File: src/rtl/isync_pkg.sv
package isync_pkg;

    localparam int ISYNC_DEPTH_AUTO = -1;

    function automatic bit depth_legal(input int sel);
        return (sel == ISYNC_DEPTH_AUTO) || (sel >= 0 && sel <= 2);
    endfunction

    // Auto gives two stages for an every-cycle consumer; an occasional
    // consumer gets one stage because the holding register follows it.
    function automatic int resolve_depth(input int sel, input bit every_cycle);
        if (!depth_legal(sel))
            return 0;
        if (sel == ISYNC_DEPTH_AUTO)
            return every_cycle ? 2 : 1;
        return sel;
    endfunction

endpackage

File: src/rtl/isync_stage_chain.sv
module isync_stage_chain #(
    parameter int WIDTH  = 8,
    parameter int STAGES = 2
) (
    input  logic             clk,
    input  logic             rst,
    input  logic [WIDTH-1:0] d_in,
    output logic [WIDTH-1:0] d_out
);

    typedef struct packed {
        logic [STAGES-1:0][WIDTH-1:0] stg;
    } chain_t;

    chain_t ch_d, ch_q;

    always_comb begin
        ch_d = ch_q;
        ch_d.stg[0] = d_in;
        for (int k = 1; k < STAGES; k++) begin
            ch_d.stg[k] = ch_q.stg[k-1];
        end
        if (rst) begin
            ch_d = '0;
        end
    end

    always_ff @(posedge clk) begin
        ch_q <= ch_d;
    end

    assign d_out = ch_q.stg[STAGES-1];

endmodule

File: src/rtl/isync_hold_reg.sv
module isync_hold_reg #(
    parameter int WIDTH = 8
) (
    input  logic             clk,
    input  logic             rst,
    input  logic             cap_en,
    input  logic [WIDTH-1:0] d_in,
    output logic [WIDTH-1:0] q_out,
    output logic             cap_pulse
);

    typedef struct packed {
        logic [WIDTH-1:0] data;
        logic             pulse;
    } hold_t;

    hold_t hr_d, hr_q;

    always_comb begin
        hr_d       = hr_q;
        hr_d.pulse = cap_en;
        if (cap_en) begin
            hr_d.data = d_in;
        end
        if (rst) begin
            hr_d = '0;
        end
    end

    always_ff @(posedge clk) begin
        hr_q <= hr_d;
    end

    assign q_out     = hr_q.data;
    assign cap_pulse = hr_q.pulse;

endmodule

File: src/rtl/input_sync_hold.sv
module input_sync_hold
    import isync_pkg::*;
#(
    parameter int WIDTH       = 8,
    parameter int DEPTH_SEL   = ISYNC_DEPTH_AUTO,
    parameter bit EVERY_CYCLE = 1'b1
) (
    input  logic             clk,
    input  logic             rst,
    input  logic [WIDTH-1:0] async_in,
    input  logic             rd_stb,
    output logic [WIDTH-1:0] data_out,
    output logic             valid_out
);

    localparam int SYNC_STAGES = resolve_depth(DEPTH_SEL, EVERY_CYCLE);
    localparam bit USE_HOLD    = !EVERY_CYCLE;

    logic [WIDTH-1:0] sync_tap;

    generate
        if (!depth_legal(DEPTH_SEL)) begin : g_bad_depth
            $error("input_sync_hold: DEPTH_SEL must be -1 (auto), 0, 1 or 2");
        end
    endgenerate

    generate
        if (SYNC_STAGES == 0) begin : g_no_stages
            assign sync_tap = async_in;
        end else begin : g_stages
            isync_stage_chain #(
                .WIDTH (WIDTH),
                .STAGES(SYNC_STAGES)
            ) u_chain (
                .clk  (clk),
                .rst  (rst),
                .d_in (async_in),
                .d_out(sync_tap)
            );
        end
    endgenerate

    generate
        if (USE_HOLD) begin : g_hold
            isync_hold_reg #(
                .WIDTH(WIDTH)
            ) u_hold (
                .clk      (clk),
                .rst      (rst),
                .cap_en   (rd_stb),
                .d_in     (sync_tap),
                .q_out    (data_out),
                .cap_pulse(valid_out)
            );
        end else begin : g_live
            typedef struct packed {
                logic valid;
            } live_t;

            live_t lv_d, lv_q;
            logic  stb_unused;

            assign stb_unused = rd_stb;

            always_comb begin
                lv_d       = lv_q;
                lv_d.valid = 1'b1;
                if (rst) begin
                    lv_d = '0;
                end
            end

            always_ff @(posedge clk) begin
                lv_q <= lv_d;
            end

            assign data_out  = sync_tap;
            assign valid_out = lv_q.valid;
        end
    endgenerate

endmodule

File: config.mk
export PLATFORM = sky130hd
export DESIGN_NAME = input_sync_hold
export DESIGN_NICKNAME = d
export VERILOG_FILES = /design/src/rtl/isync_pkg.sv /design/src/rtl/isync_stage_chain.sv /design/src/rtl/isync_hold_reg.sv /design/src/rtl/input_sync_hold.sv
export SDC_FILE = /design/constraint.sdc
export NUM_CORES = 1
export LEC_CHECK = 0
export ABC_AREA = 1
export BUFFER_PORTS_ARGS = -buffer_cell sky130_fd_sc_hd__buf_2
export CAP_MARGIN = 20
export CORE_MARGIN = 5
export CORE_UTILIZATION = 40
export DETAILED_ROUTE_END_ITERATION = 10
export GPL_TIMING_DRIVEN = 0
export PLACE_DENSITY_LB_ADDON = 0.1
export SYNTH_ARGS = -nofsm -noshare
export SYNTH_HDL_FRONTEND = slang
export SYNTH_HIERARCHICAL = 1
export SYNTH_SLANG_ARGS = --single-unit
export TNS_END_PERCENT = 10
File: constraint.sdc
create_clock -name clk -period 0.8 [get_ports clk]
set_clock_uncertainty 0.05 [all_clocks]
set_input_delay 0.08 -clock clk [delete_from_list [all_inputs] [get_ports clk]]
set_output_delay 0.08 -clock clk [all_outputs]
set_load 0.05 [all_outputs]
==> summary.md <==
| Metric | Value |
|---|---|
| Final min period | `897 ps` |
| Die Y | `47.4 um` |
| Buf/Inv on CP | `1` |
| Fillers | `108` |
| Clock sinks | `17` |
| Worst Tran Pin Value | `94.6 ps` |
| Synth area leaders | `dfxtp_1, inv_1, buf_4` |
| Worst Hold Slack | `36.3 ps` |
| CP peak stage delay | `350 ps` |
| Hold WC Path Type | `input port to flop` |
| Yosys cell types | `7` |
| FMAX | `1120 MHz` |
| R2r endpoint | `g_stages.u_chain/d_out[6]$_SDFF_PP0_` |
| First-pass GRT wire length | `1330 um` |
| Maximum vdd drop | `1.07 mV` |
| Iteration-0 DRC Markers | `3` |
| Pin count of the biggest net entering global routing | `11` |
| Crit share post-route | `1.12` |
| CTS tree | `yes` |
| Clock-pin slew on the worst setup and hold paths | `90 ps` |
| Crit path from | `g_stages.u_chain/d_out[3]$_SDFF_PP0_` |
| Routed wl met2 | `427 um` |
| CP startpoint kind | `flop` |
| FF-to-FF setup slack | `270 ps` |
| Vias in the first global route | `337` |
| Failing checks | `setup timing` |
| Met1 Wirelength | `324 um` |
| Synth warn | `6` |
| Switch share | `0.244` |
| Crit path cell chain | `buf_8` |
| Critical R2R Launch | `g_stages.u_chain/ch_q[6]$_SDFF_PP0_` |
| Most frequent cells in the layout | `inv_1, nor2_1, buf_8` |
| Setup violations, final | `9` |
| Routed WL | `833 um` |
| Antenna viol nets, final | `0` |
| Post-DP HPWL | `505 um` |
| I/O Pins | `20` |
| CP Capture Type | `output pin` |
| RSZ-0062 raised after global routing | `yes` |
| Synth top area share | `0.610` |
| Share of layout cells above drive strength 1 | `0.434` |
| Grt ovf | `0` |
| Net Count, Synth | `71` |
| PD cells | `1910 nW/um^2` |
| Routability cong. | `0.540` |
| Internal Power | `1.19 mW` |
| Mapped Cells | `60` |
| Arrival @ worst endpoint | `770 ps` |
| H-tree lvl count | `1` |
| TritonCTS buffer count | `3` |
| WS Path Type | `flop to output pin` |
| Critical path fanouts, max | `1` |
| Wire length per cell | `8.50 um` |
| Layout Utilization | `0.627` |
| Met3 routed WL | `68 um` |
| Setup ws final | `-96.8 ps` |
| CP top delay family | `flip-flops` |
| Clk buf depth | `2` |
| R2R depth | `2` |
| Slew Limit Fails | `0` |
| Status | `finished, violations left` |
| Via count | `360` |
| Row count | `13` |
| Dpl cell area | `667 sq um` |
| Area of the mapped netlist | `558 sq um` |
| Most common cell after layout, fill and taps aside | `inv_1` |
| Post-route cell area | `826 sq um` |
| Cell taking the most area after synthesis | `dfxtp_1` |
| Max cap viols | `0` |
| Pre-antenna DRT Iters | `2` |
| Switching pwr | `0.386 mW` |
| Comb power frac | `0.149` |
| Starting density of the core | `0.424` |
| Syn avg cell area | `9.30 sq um` |
| Sequential area share after synthesis | `0.610` |
| Pleak | `0.416 nW` |
| Clk root buf | `clkbuf_4` |
| Area Overhead vs Synth | `48.0%` |
| Worst EP required | `670 ps` |
| Crit path depth | `1` |
| Ant diodes | `0` |
| Slowest CP cell | `dfxtp_2` |
| Drc violations | `0` |
| Initial antenna violation count | `0` |
| Total track usage | `0.0908` |
| Placeable Area | `1320 sq um` |
| Post-CTS setup buffers | `0` |
| Worst setup path end | `data_out[3]` |
| Clk network pwr share | `0.278` |
| Die area | `2240 sq um` |
| Hold Fails Final Rpt | `0` |
| Sequential share of power | `0.573` |
| Skew-Pair Late Insertion Delay | `280 ps` |
| Die span in x | `47.4 um` |
| Uppermost layer routed | `met4` |
| Nets | `95` |
| Count of input and output buffers | `18` |
| Post-DR vias/cell | `3.67` |
| Slew margin rel. | `0.937` |
| Yosys reg bits | `17` |
| Pre-CTS setup slack | `41.2 ps` |
-- layout make-up --
| class | instances | area, sq um | area share |
|---|---|---|---|
| Clock buffer | 3 | 22.5 | 0.0273 |
| Sequential cell | 17 | 352 | 0.426 |
| Multi-Input combinational cell | 16 | 67.6 | 0.0818 |
| Buffer | 2 | 26.3 | 0.0318 |
| Inverter | 17 | 63.8 | 0.0773 |
| Clock inverter | 1 | 5.00 | 0.00606 |
| Tap cell | 15 | 18.8 | 0.0227 |
| Timing Repair Buffer | 27 | 270 | 0.327 |
-- state kept, by name (all words and copies together), names as in the netlist --
| register | count |
|---|---|
| valid_out | 1 |
| g_stages.u_chain/d_out | 8 |
| g_stages.u_chain/ch_q | 8 |
-- power by group through the flow --
stage | combinational [mW] | clock, mW | sequential, mW
floorplan | 0.133 | 0 | 0.923
global placement | 0.185 | 0 | 0.914
detailed placement | 0.187 | 0 | 0.915
CTS | 0.235 | 0.466 | 0.906
global route | 0.253 | 0.493 | 0.910
finish | 0.236 | 0.439 | 0.906
-- cell usage after synthesis --
cell and number:
inv_1 17, nor2_1 13, nor2_2 3, buf_8 1, buf_6 1, buf_4 8
dfxtp_1 17
-- timing repair --
item / in CTS / in global routing
resized for setup: 35 / 1
setup endpoints to repair: 9 / 9
cloned: 0 / 0
endpoints found under the hold margin: 9 / 0
hold buffers: 9 / 0
-- worst min-delay path, delay by kind of cell --
| kind | cells | cell delay [ps] |
|---|---|---|
| buf+inv | 2 | 220 |
| simple gates | 1 | 40 |
-- layer usage --
layer,up-vias,track usage
met5,-,0
met3,2,0.0230
met4,0,0.0829
li1,201,-
met2,11,0.147
met1,146,0.0949
-- worst min-delay path by stage --
stage                                      endpoint  from  cells after the start
5_1_grt        g_stages.u_chain/d_out[7]$_SDFF_PP0_   rst                      3
2_1_floorplan                     valid_out$_DFF_P_   rst                      1
6_report       g_stages.u_chain/d_out[0]$_SDFF_PP0_   rst                      3
4_1_cts        g_stages.u_chain/d_out[7]$_SDFF_PP0_   rst                      3
3_3_place_gp                      valid_out$_DFF_P_   rst                      2
3_5_place_dp                      valid_out$_DFF_P_   rst                      2
-- logic make-up (layout without fill, tap and decap cells) --
logic type | after synthesis | in the layout | synth area share
buffers and inverters | 27 | 50 | 0.269
flip-flops | 17 | 17 | 0.610
AND/OR/NAND/NOR | 16 | 16 | 0.121
-- through the flow --
step / cells / total power [mW] / TNS (ps)
after floorplan: 60 / 1.06 / 0
after global placement: 93 / 1.10 / 0
after detailed placement: 93 / 1.10 / 0
after CTS: 98 / 1.61 / -980
after global routing: 98 / 1.66 / -1110
final: 98 / 1.58 / -814
(Power assumes the default switching activity.)
